[config.mk]
export PLATFORM = sky130hd
export DESIGN_NAME = presc_down_timer
export DESIGN_NICKNAME = d
export VERILOG_FILES = /design/src/rtl/presc_timer_pkg.sv /design/src/rtl/presc_timer_slot.sv /design/src/rtl/presc_timer_dp.sv /design/src/rtl/presc_timer_ctrl.sv /design/src/rtl/presc_down_timer.sv
export SDC_FILE = /design/constraint.sdc
export NUM_CORES = 1
export LEC_CHECK = 0
export CAP_MARGIN = 20
export CORE_MARGIN = 2
export CORE_UTILIZATION = 30
export DETAILED_ROUTE_END_ITERATION = 12
export PLACE_DENSITY_LB_ADDON = 0.25
export SLEW_MARGIN = 20
export SYNTH_ARGS = -nofsm -noshare
export SYNTH_HDL_FRONTEND = slang
export SYNTH_SLANG_ARGS = --single-unit
[constraint.sdc]
create_clock -name clk -period 2.65 [get_ports clk]
set_input_delay 0.265 -clock clk [delete_from_list [all_inputs] [get_ports clk]]
set_output_delay 0.265 -clock clk [all_outputs]
set_load 0.05 [all_outputs]
[src/rtl/presc_timer_pkg.sv]
package presc_timer_pkg;
  localparam int ADDR_W = 3;
  localparam int MODE_W = 3;

  localparam logic [ADDR_W-1:0] ADDR_LOAD   = 3'd0;
  localparam logic [ADDR_W-1:0] ADDR_MATCH  = 3'd1;
  localparam logic [ADDR_W-1:0] ADDR_PRE    = 3'd2;
  localparam logic [ADDR_W-1:0] ADDR_PMATCH = 3'd3;
  localparam logic [ADDR_W-1:0] ADDR_VALUE  = 3'd4;
  localparam logic [ADDR_W-1:0] ADDR_MODE   = 3'd5;

  localparam int MODE_PERIODIC    = 0;
  localparam int MODE_MATCH_DEFER = 1;
  localparam int MODE_LOAD_DEFER  = 2;

  // strobes from control to datapath, at most one is high per cycle
  typedef struct packed {
    logic valueLoad;
    logic reload;
    logic cntStep;
    logic preStep;
  } tmrStrobe_t;
endpackage

[src/rtl/presc_timer_slot.sv]
// Shadow/active pair for one configuration value with a selectable update policy.
module presc_timer_slot #(
  parameter int W = 16
) (
  input  logic         clk,
  input  logic         rstN,
  input  logic         wrHit,
  input  logic         defer,
  input  logic         commit,
  input  logic [W-1:0] wrVal,
  output logic [W-1:0] activeVal
);
  logic [W-1:0] shadowQ;
  logic [W-1:0] activeQ;

  always_ff @(posedge clk or negedge rstN) begin
    if (!rstN) begin
      shadowQ <= '0;
      activeQ <= '0;
    end else begin
      if (wrHit) shadowQ <= wrVal;
      if (wrHit && !defer) activeQ <= wrVal;
      else if (commit) activeQ <= shadowQ;
    end
  end

  assign activeVal = activeQ;
endmodule

[src/rtl/presc_timer_dp.sv]
module presc_timer_dp
  import presc_timer_pkg::*;
#(
  parameter int CNT_W = 16,
  parameter int PRE_W = 8
) (
  input  logic             clk,
  input  logic             rstN,
  input  tmrStrobe_t       strobe,
  input  logic [CNT_W-1:0] wrCnt,
  input  logic [PRE_W-1:0] wrPre,
  input  logic [CNT_W-1:0] loadVal,
  input  logic [PRE_W-1:0] preVal,
  input  logic [CNT_W-1:0] matchVal,
  input  logic [PRE_W-1:0] pmatchVal,
  output logic [CNT_W-1:0] cntQ,
  output logic [PRE_W-1:0] preQ,
  output logic             cntZero,
  output logic             preZero,
  output logic             matchHit
);
  localparam logic [CNT_W-1:0] CNT_ONE = CNT_W'(1);
  localparam logic [PRE_W-1:0] PRE_ONE = PRE_W'(1);

  logic [CNT_W-1:0] cntD;
  logic [PRE_W-1:0] preD;

  always_comb begin
    cntD = cntQ;
    preD = preQ;
    if (strobe.valueLoad) begin
      cntD = wrCnt;
      preD = wrPre;
    end else if (strobe.reload) begin
      cntD = loadVal;
      preD = preVal;
    end else if (strobe.cntStep) begin
      cntD = cntQ - CNT_ONE;
      preD = preVal;
    end else if (strobe.preStep) begin
      preD = preQ - PRE_ONE;
    end
  end

  always_ff @(posedge clk or negedge rstN) begin
    if (!rstN) begin
      cntQ <= '0;
      preQ <= '0;
    end else begin
      cntQ <= cntD;
      preQ <= preD;
    end
  end

  assign cntZero  = (cntQ == '0);
  assign preZero  = (preQ == '0);
  assign matchHit = (cntQ == matchVal) && (preQ == pmatchVal);
endmodule

[src/rtl/presc_timer_ctrl.sv]
module presc_timer_ctrl
  import presc_timer_pkg::*;
(
  input  logic              clk,
  input  logic              rstN,
  input  logic              enIn,
  input  logic              wrEn,
  input  logic [ADDR_W-1:0] wrAddr,
  input  logic [MODE_W-1:0] modeIn,
  input  logic              cntZero,
  input  logic              preZero,
  input  logic              matchHit,
  output tmrStrobe_t        strobe,
  output logic              hitLoad,
  output logic              hitMatch,
  output logic              hitPre,
  output logic              hitPmatch,
  output logic              matchDefer,
  output logic              loadDefer,
  output logic              tmoPulse,
  output logic              matchPulse
);
  logic [MODE_W-1:0] modeQ;
  logic              haltedQ;
  logic              go;
  logic              hitValue;
  logic              hitMode;

  assign hitLoad   = wrEn && (wrAddr == ADDR_LOAD);
  assign hitMatch  = wrEn && (wrAddr == ADDR_MATCH);
  assign hitPre    = wrEn && (wrAddr == ADDR_PRE);
  assign hitPmatch = wrEn && (wrAddr == ADDR_PMATCH);
  assign hitValue  = wrEn && (wrAddr == ADDR_VALUE);
  assign hitMode   = wrEn && (wrAddr == ADDR_MODE);

  assign matchDefer = modeQ[MODE_MATCH_DEFER];
  assign loadDefer  = modeQ[MODE_LOAD_DEFER];

  assign go = enIn && !haltedQ;

  always_comb begin
    strobe           = '0;
    strobe.valueLoad = hitValue;
    if (go && !hitValue) begin
      strobe.reload  = cntZero && preZero;
      strobe.cntStep = preZero && !cntZero;
      strobe.preStep = !preZero;
    end
  end

  always_ff @(posedge clk or negedge rstN) begin
    if (!rstN) begin
      modeQ      <= '0;
      haltedQ    <= 1'b0;
      tmoPulse   <= 1'b0;
      matchPulse <= 1'b0;
    end else begin
      if (hitMode) modeQ <= modeIn;
      if (!enIn) haltedQ <= 1'b0;
      else if (strobe.reload && !modeQ[MODE_PERIODIC]) haltedQ <= 1'b1;
      tmoPulse   <= strobe.reload;
      matchPulse <= go && !hitValue && matchHit;
    end
  end
endmodule

[src/rtl/presc_down_timer.sv]
module presc_down_timer
  import presc_timer_pkg::*;
#(
  parameter int CNT_W  = 16,
  parameter int PRE_W  = 8,
  parameter int DATA_W = 32
) (
  input  logic              clk,
  input  logic              rstN,
  input  logic              enIn,
  input  logic              wrEn,
  input  logic [ADDR_W-1:0] wrAddr,
  input  logic [DATA_W-1:0] wrData,
  output logic [DATA_W-1:0] valueOut,
  output logic [PRE_W-1:0]  preSnap,
  output logic              tmoPulse,
  output logic              matchPulse
);
  localparam int PAD_W = DATA_W - CNT_W - PRE_W;

  tmrStrobe_t       strobe;
  logic             hitLoad, hitMatch, hitPre, hitPmatch;
  logic             matchDefer, loadDefer;
  logic             cntZero, preZero, matchHit;
  logic [CNT_W-1:0] loadAct, matchAct, cntQ;
  logic [PRE_W-1:0] preAct, pmatchAct, preQ;

  presc_timer_ctrl ctrl_i (
    .clk(clk), .rstN(rstN), .enIn(enIn), .wrEn(wrEn), .wrAddr(wrAddr),
    .modeIn(wrData[MODE_W-1:0]), .cntZero(cntZero), .preZero(preZero),
    .matchHit(matchHit), .strobe(strobe), .hitLoad(hitLoad),
    .hitMatch(hitMatch), .hitPre(hitPre), .hitPmatch(hitPmatch),
    .matchDefer(matchDefer), .loadDefer(loadDefer),
    .tmoPulse(tmoPulse), .matchPulse(matchPulse)
  );

  presc_timer_slot #(.W(CNT_W)) loadSlot_i (
    .clk(clk), .rstN(rstN), .wrHit(hitLoad), .defer(loadDefer),
    .commit(strobe.reload), .wrVal(wrData[CNT_W-1:0]), .activeVal(loadAct)
  );
  presc_timer_slot #(.W(PRE_W)) preSlot_i (
    .clk(clk), .rstN(rstN), .wrHit(hitPre), .defer(loadDefer),
    .commit(strobe.reload), .wrVal(wrData[PRE_W-1:0]), .activeVal(preAct)
  );
  presc_timer_slot #(.W(CNT_W)) matchSlot_i (
    .clk(clk), .rstN(rstN), .wrHit(hitMatch), .defer(matchDefer),
    .commit(strobe.reload), .wrVal(wrData[CNT_W-1:0]), .activeVal(matchAct)
  );
  presc_timer_slot #(.W(PRE_W)) pmatchSlot_i (
    .clk(clk), .rstN(rstN), .wrHit(hitPmatch), .defer(matchDefer),
    .commit(strobe.reload), .wrVal(wrData[PRE_W-1:0]), .activeVal(pmatchAct)
  );

  presc_timer_dp #(.CNT_W(CNT_W), .PRE_W(PRE_W)) dp_i (
    .clk(clk), .rstN(rstN), .strobe(strobe),
    .wrCnt(wrData[CNT_W-1:0]), .wrPre(wrData[CNT_W+PRE_W-1:CNT_W]),
    .loadVal(loadAct), .preVal(preAct), .matchVal(matchAct),
    .pmatchVal(pmatchAct), .cntQ(cntQ), .preQ(preQ),
    .cntZero(cntZero), .preZero(preZero), .matchHit(matchHit)
  );

  assign valueOut = {{PAD_W{1'b0}}, preQ, cntQ};
  assign preSnap  = preAct;
endmodule


; ---- After elaboration in Yosys (flattened, before gate mapping)
; Cells that the tools add are included.
[totals]
reg_bits = 126
input_bits = 39
wordCells = 75
[op_classes]
add_sub_neg = 2
n_eq_ne = 8
muxes = 18
reduce_logical = 33
[ops]
columns = op, n
row1 = $mux W16, 7
row2 = $mux W8, 8
row3 = $logic_and A1 B1 Y1, 17
row4 = $eq A16 B16 Y1, 1
row5 = $logic_not A16 Y1, 1
row6 = $sub A16 B1 Y16 const B, 1
row7 = $eq A8 B8 Y1, 1
row8 = $logic_not A8 Y1, 1
row9 = $reduce_bool A2 Y1, 4
row10 = $sub A8 B1 Y8 const B, 1
row11 = $logic_not A1 Y1, 7
row12 = $eq A3 B2 Y1 const B, 2
row13 = $eq A3 B3 Y1 const B, 2
row14 = $reduce_bool A4 Y1, 1
row15 = $eq A3 B1 Y1 const B, 1
row16 = $logic_not A3 Y1, 1
row17 = $mux W3, 1
row18 = $reduce_bool A3 Y1, 1
row19 = $mux W1, 2
row20 = $ne A2 B1 Y1 const B, 1

; ---- Longest topological paths before layout
; Gate-level depths: netlist of the first run.
[depth]
depth_word = 9
mapped_depth = 9
ltp_nobuf = 7

; ---- Modules after synthesis
; Synthesis of the first run repeated with hierarchy kept, for this count alone.
[unflattened]
cells_unflattened = 531
hier_area_um2 = 6837.8
[modules_own_cells]
columns = module, instances, cells_per_inst, area_per_inst_um2, seq_area_each_um2
row1 = presc_timer_slot at loadSlot_i ..., 2, 87, 1485.2, 800.8
row2 = presc_timer_dp, 1, 231, 1950.6, 600.6
row3 = presc_timer_slot at pmatchSlot_i ..., 2, 44, 767.0, 400.4
row4 = presc_timer_ctrl, 1, 29, 319.1, 150.1
row5 = presc_down_timer, 1, 9, 63.8, 0.0

; ---- Worst setup path before layout of the first run
; Ideal clock, no wire load.
[synth_timing]
kind = flip-flop to flip-flop
from = reg dp_i.preQ[0]
to = reg ctrl_i.haltedQ
arrival_time_ps = 2149
t_required_ps = 2531
path_slack_ps = 382
stages_incl_launch_ff = 10
n_path_buf = 2
path_cell_list = dfrtp_1 inv_1 ha_1 nor3b_1 and4_1 buf_2 nand3_1 clkbuf_1 nor2_1 o21a_1
[synth_between]
elab_chain_len = 5
[synth_rtl]
columns = element, line_no
row1 = start: declaration, presc_timer_dp.sv:17  ; output logic [PRE_W-1:0] preQ,
row2 = start signal: assignment, presc_timer_dp.sv:51  ; preQ <= preD;
row3 = $logic_not A8 Y1, presc_timer_dp.sv:56  ; assign preZero = (preQ == '0);
row4 = $logic_and A1 B1 Y1, presc_timer_ctrl.sv:45  ; strobe.reload = cntZero && preZero;
row5 = $mux W3, presc_timer_ctrl.sv:44  ; if (go && !hitValue) begin
row6 = $logic_and A1 B1 Y1, presc_timer_ctrl.sv:60  ; else if (strobe.reload && !modeQ[MODE_PERIODIC]) haltedQ <= 1'b1;
row7 = $ne A2 B1 Y1 (no line), n/a
row8 = end signal: assignment, presc_timer_ctrl.sv:54  ; haltedQ <= 1'b0;
row9 = end signal: assignment, presc_timer_ctrl.sv:59  ; if (!enIn) haltedQ <= 1'b0;
row10 = end signal: assignment, presc_timer_ctrl.sv:60
row11 = end: declaration, presc_timer_ctrl.sv:24  ; logic haltedQ;
; Every way passes these cells.
; A chain may end at the register's enable or synchronous reset.

; ---- Worst setup path in the final report of the first run
[layout_timing]
from = reg dp_i.cntQ[11]
to = reg dp_i.cntQ[3]
[layout_between]
elab_chain_len = 5
[layout_rtl]
columns = element, line_no
row1 = start: declaration, presc_timer_dp.sv:16  ; output logic [CNT_W-1:0] cntQ,
row2 = start signal: assignment, presc_timer_dp.sv:50  ; cntQ <= cntD;
row3 = $logic_not A16 Y1 *, presc_timer_dp.sv:55  ; assign cntZero = (cntQ == '0);
row4 = $logic_and A1 B1 Y1 or $logic_not A1 Y1 (tied branches), "presc_timer_ctrl.sv:45, presc_timer_ctrl.sv:46"
row5 = $mux W3 *, presc_timer_ctrl.sv:44
row6 = $mux W16 or $mux W3 (tied branches), "presc_timer_dp.sv:34, presc_timer_ctrl.sv:44"
row7 = $mux W16 or $reduce_bool A3 Y1 (tied branches), n/a
; Mark *: on every way between the ends. The rest lies on a longest branch, timed or not.

==> results by group, run 1 <==
Floorplan
  – Chip width: 150 µm
  – Die height: 150 µm
  – I/O pin count: slightly above 80
  – Floorplan Core Area: approximately 21,000 µm²
  – Starting density of the core: a little under a third
  – Die area: 22,400 µm²
  – Row cnt: 53

Power and ir drop
  – IR Drop Worst-Case VDD: 0.000449 V
  – Static power due to leakage: between 3 and 4 nW
  – Areal power density over the cells: 945 nW/µm²

Placement
  – Placed wire-length estimate after detailed placement: 12,200 µm
  – Number of I/O port buffers: 64
  – Area after detailed placement: 7360 µm²
  – Routability congestion estimate: 0.816

Timing
  – Least-Margin Pin Slew: 0.636 ns
  – Min cycle time layout: 2.22 ns
  – Setup repair after global routing missed its margin: false
  – Final slew viol count: 0
  – Summed negative setup slack over all endpoints: 0 ns
  – Max-slew headroom at the worst pin: 57.6%
  – Endpoints failing setup: 0
  – Part of the cycle the worst path needs: 83.8%
  – Final count of hold timing violations: 0
  – Maximum frequency from static timing analysis: 450 MHz
  – Worst Skew: 0.00896 ns

Yosys
  – List of most frequent post-synthesis cells: sky130_fd_sc_hd__dfrtp_1 (126), sky130_fd_sc_hd__nand3_1 (68), sky130_fd_sc_hd__nand2_1 (67)
  – Basic-gate share of the synthesized area counting and, or, nand and nor cells: between 10% and 20%
  – Number of standard cells after synthesis: 652
  – Seq cells post-synth: about 130
  – Share of synthesized area spent on multiplexers: 9.34%
  – Yosys warns: 0
  – Combinational family with the most area after synthesis: simple AND/OR/NAND/NOR gates
  – Adder and majority cell fraction of the synthesized area: less than 1%
  – EDFF count, synth: 0
  – Synth Cell Area: roughly 6400 µm²
  – Distinct cell type count after synthesis: 51
  – Flip-flop cell with the highest count after synthesis: sky130_fd_sc_hd__dfrtp_1
  – Synth async-reset ratio: 100%
  – Xor/xnor share of the synthesized area: 5.09%
  – Post-synthesis sequential area ratio: 49.6%
  – Largest cells by area after synthesis: sky130_fd_sc_hd__dfrtp_1 (50%), sky130_fd_sc_hd__mux2_2 (9.0%), sky130_fd_sc_hd__nand3_1 (5.4%)
  – Top cell type's share of synthesized area: 49.6%
  – Fraction of the mapped netlist area in compound gates: 11.0%
  – Post-synth top area cell: sky130_fd_sc_hd__dfrtp_1
  – Per-instance average area after synthesis: just under 10 µm²
  – Most frequently used cell type in the post-synthesis netlist: sky130_fd_sc_hd__dfrtp_1

Global routing
  – Number of global-route vias before repair: between 5k and 6k
  – Total GRT Usage: 17.1%
  – Grt ovf: 0
  – First-pass GRT wire length: 29,100 µm
  – Pin count of the biggest net entering global routing: 52
  – Initial antenna violation count: 0

Clocking
  – Maximum root-to-sink buffer count: 2
  – Skew-Pair Late Insertion Delay: 0.43 ns
  – Clock-pin slew on the worst setup and hold paths: 0.06 ns
  – TritonCTS Buffers: 17
  – CTS HTree Levels: 4
  – CTS tree: yes
  – Buffer count from post-CTS setup fixing: 0
  – Sinks on Clock Net: ~130
  – Clock tree root buffer cell: sky130_fd_sc_hd__clkbuf_16

Drt
  – Drt first pass iters: 6
  – Highest routed metal layer: met4
  – Detail-routed via count per cell: 5.09
  – DRC violations left: 0
  – Metal1 wirelength: between 8000 and 9000 µm
  – Number of nets with antenna violations after routing: 0
  – Iteration-0 DRC Markers: 391
  – Sum of met3 wire segment lengths after detailed routing: ~850 µm
  – Routed length per instance: 18.1 µm
  – Detailed Route WL: 18,100 µm
  – Wire length on met2: 8660 µm
  – Total vias in the final route: 5,108

Finish
  – Area of all placed cells without fillers: 7990 µm²
  – Net count of the finished layout: 757
  – Filler cell count: 2,037
  – Share of layout cells above drive strength 1: 17.3%
  – # diodes: 0
  – Growth of design area from synthesis to finish: 25.7%

Critical path
  – Critical Path Source Type: flip-flop
  – Worst Path Arrival: 2.56 ns
  – Worst endpoint required time: 2.99 ns
  – Type of element capturing the critical path: flip-flop
  – Largest fanout of any net on the critical path: 27
  – Type of the worst setup path: reg2reg

Flow run
  – MaxCap Viol Count: 0

Run status
  – Run status: complete, no violations

Min path
  – Worst hold-check path type: in2async
## kinds of logic (layout without fill, tap and decap cells)
family | after synthesis | in the layout
other cells | 1 | 8
simple gates | 253 | 253
fa+ha+maj | 3 | 3
buf+inv | 67 | 136
xor+xnor | 37 | 37
mux | 53 | 53
compound gates | 112 | 112
flops | 126 | 126
## routing by layer
metal,global-route usage [%],up-vias
li1,-,2428
met1,22.7,2526
met2,27.2,129
met3,3.96,25
met4,6.19,0
met5,0,-
## worst max-delay path, cell delays in order (launching register included)
cell and delay (ns):
sky130_fd_sc_hd__dfrtp_1 0.46, sky130_fd_sc_hd__or4_4 0.58, sky130_fd_sc_hd__nor3_4 0.24, sky130_fd_sc_hd__and2_2 0.20, sky130_fd_sc_hd__buf_4 0.32, sky130_fd_sc_hd__nor3_1 0.13, sky130_fd_sc_hd__o31ai_1 0.20
## sequential cells by signal, indices dropped and copies added (netlist names)
| name | flops |
|---|---|
| dp_i.cntQ | 16 |
| loadSlot_i.activeVal | 16 |
| loadSlot_i.shadowQ | 16 |
| matchSlot_i.activeVal | 16 |
| matchSlot_i.shadowQ | 16 |
| dp_i.preQ | 8 |
| pmatchSlot_i.activeVal | 8 |
| pmatchSlot_i.shadowQ | 8 |
| preSlot_i.activeVal | 8 |
| preSlot_i.shadowQ | 8 |
| ctrl_i.modeQ | 3 |
| ctrl_i.haltedQ | 1 |
| ctrl_i.matchPulse | 1 |
| ctrl_i.tmoPulse | 1 |
## per-stage QoR
| step | power, W | util, % | instances | setup slack, ns | hold slack (ns) |
|---|---|---|---|---|---|
| floorplan | 0.00427 | - | 659 | 0.382 | -0.0306 |
| global placement | 0.00507 | 35.2 | 970 | 0.359 | 0.322 |
| detailed placement | 0.00512 | 35.2 | 970 | 0.335 | 0.327 |
| CTS | 0.00762 | 38.3 | 1003 | 0.409 | 0.385 |
| global route | 0.00793 | 38.3 | 1003 | 0.264 | 0.424 |
| finish | 0.00756 | 38.3 | 1003 | 0.429 | 0.389 |
## final timing paths
check / from / to / slack (ns) / cells after the start
min: rstN / preSlot_i.shadowQ[4] / 0.39 / 2
max reg2reg: dp_i.cntQ[11] / dp_i.cntQ[3] / 0.43 / 6
max in group asynchronous: rstN / matchSlot_i.shadowQ[10] / 1.39 / 3
min reg2reg: loadSlot_i.shadowQ[3] / loadSlot_i.shadowQ[3] / 0.50 / 1
min in group clk: wrData[20] / dp_i.preQ[4] / 0.39 / 3
max: dp_i.cntQ[11] / dp_i.cntQ[3] / 0.43 / 6
## layout make-up
cell class / instances / area, µm² / area share, %
Sequential cell: 126 / 3150 / 39.4
Multi-Input combinational cell: 466 / 2950 / 36.9
Timing Repair Buffer: 97 / 901 / 11.3
Clock buffer: 17 / 425 / 5.32
Tap cell: 275 / 344 / 4.30
Clock inverter: 15 / 196 / 2.46
Inverter: 7 / 26.3 / 0.329
## placed cells by master (no fill, tap or decap), types with 3 or more instances in the layout
cell type	count
sky130_fd_sc_hd__clkdlybuf4s50_1	63
sky130_fd_sc_hd__and3_1	11
sky130_fd_sc_hd__nand4_1	5
sky130_fd_sc_hd__xor2_1	16
sky130_fd_sc_hd__nand2_1	67
sky130_fd_sc_hd__clkbuf_16	17
sky130_fd_sc_hd__clkinv_4	3
sky130_fd_sc_hd__nor3b_1	3
sky130_fd_sc_hd__xnor2_1	21
sky130_fd_sc_hd__o211ai_1	8
sky130_fd_sc_hd__dfrtp_1	126
sky130_fd_sc_hd__nor3_1	8
sky130_fd_sc_hd__mux2_2	51
sky130_fd_sc_hd__ha_1	3
sky130_fd_sc_hd__inv_1	7
sky130_fd_sc_hd__o22ai_1	6
sky130_fd_sc_hd__nand3_1	67
sky130_fd_sc_hd__bufinv_16	4
sky130_fd_sc_hd__nor4_1	7
sky130_fd_sc_hd__a31oi_1	50
sky130_fd_sc_hd__clkinvlp_4	4
sky130_fd_sc_hd__nand2b_1	5
sky130_fd_sc_hd__buf_4	32
sky130_fd_sc_hd__o21ai_0	16
sky130_fd_sc_hd__nor2_1	62
sky130_fd_sc_hd__clkinv_2	4
sky130_fd_sc_hd__conb_1	8
sky130_fd_sc_hd__a21oi_1	18
## repair_timing
| action | in CTS | in global routing |
|---|---|---|
| hold buffers | 1 | 0 |
| resized for setup | 0 | 0 |
| endpoints found under the hold margin | 44 | 0 |
## where the power goes
part           switching [W]  total [W]  internal (W)  leakage, nW
Combinational        0.00128    0.00222      0.000938         1.59
Sequential          0.000491    0.00287       0.00238         1.48
Clock               0.000907    0.00247       0.00157        0.295
Total                0.00268    0.00756       0.00488         3.36
Power figures use the tool's default switching activity.
==> run 2: changes to the inputs <==
- clock period: 2.65 -> 2.1 ns (I/O delays scaled with it)
==> run 2 against run 1 <==
Largest cell class unchanged. Combinational power increased by 45%. Sequential share of layout area shrank 1.7 points. Critical path depth decreased by 5. Routed wire length is 5.6% higher. First-iteration DRC count shrank 0.26%.
==> results by group, run 2 (same netlist as run 1, synthesis figures left out) <==
Global routing
  – First-pass GRT wire length: 30,300 µm (+4.4%)
  – Grt ovf: 0 (unchanged)
  – Total GRT Usage: 17.9% (+0.79 points)
  – Number of global-route vias before repair: 5,259 (+2.1%)
  – Pin count of the biggest net entering global routing: 49 (-5.8%)
  – Initial antenna violation count: 0 (unchanged)

Finish
  – # diodes: 0 (unchanged)
  – Leading cell types in the layout, fill and taps excluded: sky130_fd_sc_hd__dfrtp_1 (118), sky130_fd_sc_hd__nand3_1 (67), sky130_fd_sc_hd__nand2_1 (67)
  – Growth of design area from synthesis to finish: 31.6%
  – Leading cell type in the layout, fill and taps excluded: sky130_fd_sc_hd__dfrtp_1
  – Net count of the finished layout: 784 (+3.6%)
  – Filler cell count: 2,050 (+0.64%)
  – Share of layout cells above drive strength 1: 22.0% (+4.7 points)

Clocking
  – TritonCTS Buffers: 17 (unchanged)
  – Buffer count from post-CTS setup fixing: 0 (unchanged)
  – Maximum root-to-sink buffer count: 2 (unchanged)
  – Clock tree root buffer cell: sky130_fd_sc_hd__clkbuf_16
  – Skew-Pair Late Insertion Delay: 0.42 ns (about the same)
  – CTS tree: yes
  – Sinks on Clock Net: 126 (unchanged)
  – Clock-pin slew on the worst setup and hold paths: 0.06 ns (about the same)
  – CTS HTree Levels: 4 (unchanged)

Power and ir drop
  – IR Drop Worst-Case VDD: 0.000422 V (-6.0%)
  – Areal power density over the cells: 1180 nW/µm² (+24%)
  – Power share of the combinational group: 32.6% (+3.3 points)
  – Sequential group share of total power: 35.4% (-2.6 points)
  – Static power due to leakage: 3.53 nW (+5.2%)
  – Internal power summed over all cells: 0.00638 W (+31%)
  – Proportion of power drawn by the clock network: 32.0% (-0.7 points)
  – P_sw: 0.00347 W (+30%)
  – Switching part of the total power: 35.2% (-0.17 points)

Timing
  – Max-slew headroom at the worst pin: 56.0% (-1.6 points)
  – Maximum frequency from static timing analysis: roughly 500 MHz
  – Least-Margin Pin Slew: 0.659 ns (+0.0233 ns)
  – Setup repair after global routing missed its margin: false
  – Worst Skew: 0.0135 ns (+0.00455 ns)
  – Hold Slack: 0.353 ns (-0.0360 ns)
  – Part of the cycle the worst path needs: 96.0%
  – Endpoints failing setup: 0 (unchanged)
  – Final count of hold timing violations: 0 (unchanged)
  – Final slew viol count: 0 (unchanged)
  – Min cycle time layout: 2.02 ns
  – Summed negative setup slack over all endpoints: 0 ns (unchanged)

Critical path
  – Worst Path Arrival: 1.81 ns (-0.75 ns)
  – Cell with the largest stage delay on the worst path: sky130_fd_sc_hd__clkdlybuf4s50_1
  – Critical Path Source Type: flip-flop
  – Largest fanout of any net on the critical path: 7 (-74%)
  – Worst endpoint required time: 1.89 ns (-1.10 ns)
  – Type of the worst setup path: reg2out
  – Slowest Stage Delay on Critical Path: 0.87 ns (+0.29 ns)
  – Cells along the critical path: clkdlybuf4s50_1
  – Count of buffer and inverter cells on the critical path: 1 (unchanged)
  – Type of element capturing the critical path: output pin
  – Kind of cell adding the most delay to the critical path: buffers and inverters

Min path
  – Worst hold-check path type: in2reg

Placement
  – Placed wire-length estimate after detailed placement: 13,100 µm (+7.4%)
  – Number of I/O port buffers: 64 (unchanged)
  – Routability congestion estimate: 0.845 (+3.5%)

Drt
  – Drt first pass iters: 8 (+2)
  – DRC violations left: 0 (unchanged)
  – Number of nets with antenna violations after routing: 0 (unchanged)
  – Total vias in the final route: 5,344 (+4.6%)
  – Detail-routed via count per cell: 5.19 (+1.9%)
  – Detailed Route WL: 19,100 µm (+5.6%)
  – Routed length per instance: 18.6 µm (+2.8%)
  – Iteration-0 DRC Markers: 390 (-0.26%)

Floorplan
  – Floorplan Core Area: 20,900 µm² (unchanged)
  – Die area: 22,400 µm² (unchanged)
  – Chip width: 150 µm (unchanged)
  – Row cnt: 53 (unchanged)
  – I/O pin count: 81 (unchanged)
  – Starting density of the core: 30.5% (unchanged)
  – Die height: 150 µm (unchanged)

Flow run
  – MaxCap Viol Count: 0 (unchanged)

Run status
  – Run status: complete, no violations
run 2: power by group through the flow:
stage	sequential, W	clock [W]	combinational, W
after floorplan	0.00416	0	0.00126
after global placement	0.00349	0	0.00319
after detailed placement	0.00351	0	0.00322
after CTS	0.00348	0.00322	0.00324
after global routing	0.00355	0.00333	0.00348
final	0.00348	0.00315	0.00322
run 2: cell type report:
cell class | instances | area, µm² | share of cell area, %
Inverter | 7 | 26.3 | 0.314
Tap cell | 275 | 344 | 4.11
Clock buffer | 17 | 425 | 5.08
Multi-Input combinational cell | 466 | 2980 | 35.6
Timing Repair Buffer | 124 | 1220 | 14.6
Sequential cell | 126 | 3160 | 37.8
Clock inverter | 15 | 209 | 2.50
run 2: worst paths after layout:
| path | from | to | slack, ns | depth (start not counted) |
|---|---|---|---|---|
| hold reg to reg | pmatchSlot_i.shadowQ[4] | pmatchSlot_i.shadowQ[4] | 0.50 | 1 |
| min in group asynchronous | rstN | preSlot_i.shadowQ[4] | 0.36 | 2 |
| setup / recovery | dp_i.preQ[2] | valueOut[18] | 0.08 | 1 |
| max in group asynchronous | rstN | dp_i.cntQ[0] | 1.05 | 3 |
| setup reg to reg | dp_i.cntQ[13] | matchSlot_i.activeVal[12] | 0.10 | 7 |
| hold / removal | wrData[20] | dp_i.preQ[4] | 0.35 | 3 |
run 2: routing by layer:
metal,up-vias,track usage [%],part of all wire (%)
li1,2479,-,-
met1,2696,24.4,47
met2,144,28.2,47
met3,25,3.75,4.4
met4,0,6.05,1.8
met5,-,0,0
run 2: per-stage QoR:
step | utilization (%) | instance area [µm²] | std cells | setup slack [ns] | power, W
after floorplan | - | 6430 | 659 | 0.00366 | 0.00543
after CTS | 39.9 | 8330 | 1029 | 0.0421 | 0.00993
after detailed placement | 36.8 | 7690 | 996 | 0.0390 | 0.00673
after global placement | 36.8 | 7690 | 996 | 0.0393 | 0.00668
after global routing | 40.1 | 8370 | 1030 | 0.0217 | 0.0104
final | 40.1 | 8370 | 1030 | 0.0835 | 0.00985
run 2: what timing repair did:
item,in CTS,in global routing
gates resized for setup,0,4
endpoints found under the hold margin,44,0
hold buffers,1,0
setup endpoints to repair,0,18
==> run 3: changes to the inputs <==
- CTS_CLUSTER_SIZE: not set -> 8
- PLACE_DENSITY: not set -> 0.58
- PLACE_DENSITY_LB_ADDON: 0.25 -> not set
- clock period: 2.1 -> 2.13 ns (I/O delays scaled with it)
==> run 3 against run 2 <==
Core utilization fell by 0.49 points. Power fell by 3.4%. Cell count barely moved. Sequential power fell by 3%. Global-route usage fell by 0.83 points. First-iteration DRC count fell by 7.4%. Flip-flop and latch count did not move. Combinational power barely moved. Design area fell by 1.2%. Critical path depth rose by 5. Clock skew fell by 0.0050 ns. Largest cell class unchanged.
==> results by group, run 3 (same netlist as run 1, synthesis figures left out) <==
Run status
  – Run status: complete, no violations

Critical path
  – Kind of cell adding the most delay to the critical path: simple AND/OR/NAND/NOR gates
  – Slowest Stage Delay on Critical Path: 0.55 ns (-0.32 ns)
  – Count of buffer and inverter cells on the critical path: 1 (unchanged)
  – Cells along the critical path: or4_4 > nor3_4 > and2_4 > buf_4 > a21oi_1 > o211ai_1
  – Critical Path Source Type: flip-flop
  – Cell with the largest stage delay on the worst path: sky130_fd_sc_hd__or4_4
  – Largest fanout of any net on the critical path: 10 (+3)
  – Type of the worst setup path: reg2reg
  – Type of element capturing the critical path: flip-flop
  – Worst endpoint required time: 2.43 ns (+0.54 ns)
  – Worst Path Arrival: 2.40 ns (+0.59 ns)

Power and ir drop
  – Static power due to leakage: 3.51 nW (-0.57%)
  – Proportion of power drawn by the clock network: 30.5% (-1.5 points)
  – P_sw: 0.00333 W (-4.1%)
  – IR Drop Worst-Case VDD: 0.000449 V (+6.3%)
  – Sequential group share of total power: 35.6% (+0.2 points)
  – Power share of the combinational group: 33.9% (+1.3 points)
  – Areal power density over the cells: 1150 nW/µm² (-2.3%)
  – Internal power summed over all cells: 0.00618 W (-3.1%)
  – Switching part of the total power: 35.0% (-0.25 points)

Placement
  – DP Worst Slack: -0.0498 ns (-0.0889 ns)
  – Placed insts: 998 (+0.20%)
  – Routability congestion estimate: 0.834 (-1.3%)
  – Placed wire-length estimate after detailed placement: 12,600 µm (-4.0%)
  – Number of I/O port buffers: 64 (unchanged)

Timing
  – Post-route setup slack: 0.0342 ns (-0.0493 ns)
  – Maximum frequency from static timing analysis: 477 MHz
  – Final slew viol count: 0 (unchanged)
  – Min cycle time layout: 2.10 ns
  – Worst Skew: 0.00852 ns (-0.00498 ns)
  – Hold Slack: 0.313 ns (-0.0398 ns)
  – Summed negative setup slack over all endpoints: 0 ns (unchanged)
  – Least-Margin Pin Slew: 0.574 ns (-0.0859 ns)
  – Part of the cycle the worst path needs: 98.4%
  – Setup repair after global routing missed its margin: true
  – Max-slew headroom at the worst pin: 61.8% (+5.7 points)
  – Final count of hold timing violations: 0 (unchanged)
  – Endpoints failing setup: 0 (unchanged)

Clocking
  – CTS tree: yes
  – Sinks on Clock Net: 126 (unchanged)
  – Skew-Pair Late Insertion Delay: 0.42 ns (about the same)
  – Maximum root-to-sink buffer count: 2 (unchanged)
  – TritonCTS Buffers: 17 (unchanged)
  – Clock tree root buffer cell: sky130_fd_sc_hd__clkbuf_16
  – Buffer count from post-CTS setup fixing: 0 (unchanged)
  – Clock-pin slew on the worst setup and hold paths: 0.06 ns (about the same)
  – CTS HTree Levels: 4 (unchanged)

Drt
  – DRC violations left: 0 (unchanged)
  – Detail-routed via count per cell: 5.05 (-2.7%)
  – Routed length per instance: 17.7 µm (-4.5%)
  – Total vias in the final route: 5,195 (-2.8%)
  – Number of nets with antenna violations after routing: 0 (unchanged)
  – Iteration-0 DRC Markers: 361 (-7.4%)
  – Detailed Route WL: 18,300 µm (-4.6%)
  – Drt first pass iters: 5 (-3)

Finish
  – Leading cell types in the layout, fill and taps excluded: sky130_fd_sc_hd__dfrtp_1 (120), sky130_fd_sc_hd__nand3_1 (67), sky130_fd_sc_hd__nand2_1 (67)
  – Growth of design area from synthesis to finish: 30.0%
  – # diodes: 0 (unchanged)
  – Share of layout cells above drive strength 1: 21.2% (-0.77 points)
  – Net count of the finished layout: 785 (+0.13%)
  – Post-route insts no fill: 1,029 (-0.097%)
  – Leading cell type in the layout, fill and taps excluded: sky130_fd_sc_hd__dfrtp_1

Floorplan
  – Chip width: 150 µm (unchanged)
  – Die height: 150 µm (unchanged)
  – Starting density of the core: 30.5% (unchanged)
  – Row cnt: 53 (unchanged)
  – Die area: 22,400 µm² (unchanged)
  – I/O pin count: 81 (unchanged)
  – Floorplan Core Area: 20,900 µm² (unchanged)

Global routing
  – First-pass GRT wire length: 28,800 µm (-5.2%)
  – Initial antenna violation count: 0 (unchanged)
  – Total GRT Usage: 17.1% (-0.83 points)
  – Number of global-route vias before repair: 5,003 (-4.9%)
  – Grt ovf: 0 (unchanged)
  – Pin count of the biggest net entering global routing: 46 (-6.1%)

Flow run
  – MaxCap Viol Count: 0 (unchanged)

Min path
  – Worst hold-check path type: in2async
## run 3: cell count changes in the layout (fill, tap and decap cells not counted), moves of 2 or more
cell	change
sky130_fd_sc_hd__buf_12	-2
sky130_fd_sc_hd__dfrtp_2	-2
sky130_fd_sc_hd__nor4_2	-2
sky130_fd_sc_hd__dfrtp_1	+2
sky130_fd_sc_hd__buf_4	+5
sky130_fd_sc_hd__clkinv_4	-2
sky130_fd_sc_hd__nor4_1	+2
sky130_fd_sc_hd__inv_6	-4
sky130_fd_sc_hd__clkinv_2	+2
## run 3: routing by layer
metal	part of all wire, %	wire [µm]	vias up	track usage, %
li1	-	-	2485	-
met3	4.5	829	23	3.32
met1	46	8400	2533	23.2
met4	1.5	283	0	5.62
met2	48	8750	154	27.4
met5	0	0	-	0
## run 3: path summary, 6_finish.rpt
check	slack, ns	depth (start not counted)	to	start
min	0.31	2	preSlot_i.shadowQ[4]	rstN
min in group clk	0.35	3	dp_i.preQ[1]	wrData[17]
max reg2reg	0.03	6	dp_i.cntQ[0]	dp_i.cntQ[13]
min reg2reg	0.50	1	ctrl_i.modeQ[0]	ctrl_i.modeQ[0]
max	0.03	6	dp_i.cntQ[0]	dp_i.cntQ[13]
max in group asynchronous	1.13	3	matchSlot_i.shadowQ[15]	rstN
## run 3: area by class of cell
| type | count | area, µm² |
|---|---|---|
| clock buffer | 19 | 443 |
| clock inverter | 11 | 144 |
| fill | 2007 | 12600 |
| inverter | 7 | 26.3 |
| multi-input combinational | 466 | 2970 |
| sequential | 126 | 3160 |
| tap | 275 | 344 |
| timing repair buffer | 125 | 1190 |
## run 3: through the flow
stage	area, µm²	total power (W)	utilization [%]
final	8270	0.00951	39.6
after global placement	7670	0.00660	36.7
after CTS	8260	0.00956	39.6
after detailed placement	7670	0.00664	36.7
after global routing	8270	0.00998	39.6
after floorplan	6420	0.00534	-
## run 3: power by group through the flow
stage               registers, W  clock network, W  logic, W
CTS                      0.00338           0.00294   0.00324
global placement         0.00341                 0   0.00319
global route             0.00346           0.00306   0.00346
detailed placement       0.00341                 0   0.00323
finish                   0.00339           0.00290   0.00322
floorplan                0.00410                 0   0.00124
## run 3: timing repair
action                                 CTS  global route
hold buffers                             1             0
gates resized for setup                  0             3
endpoints found under the hold margin   35             0
setup endpoints to repair                0             9
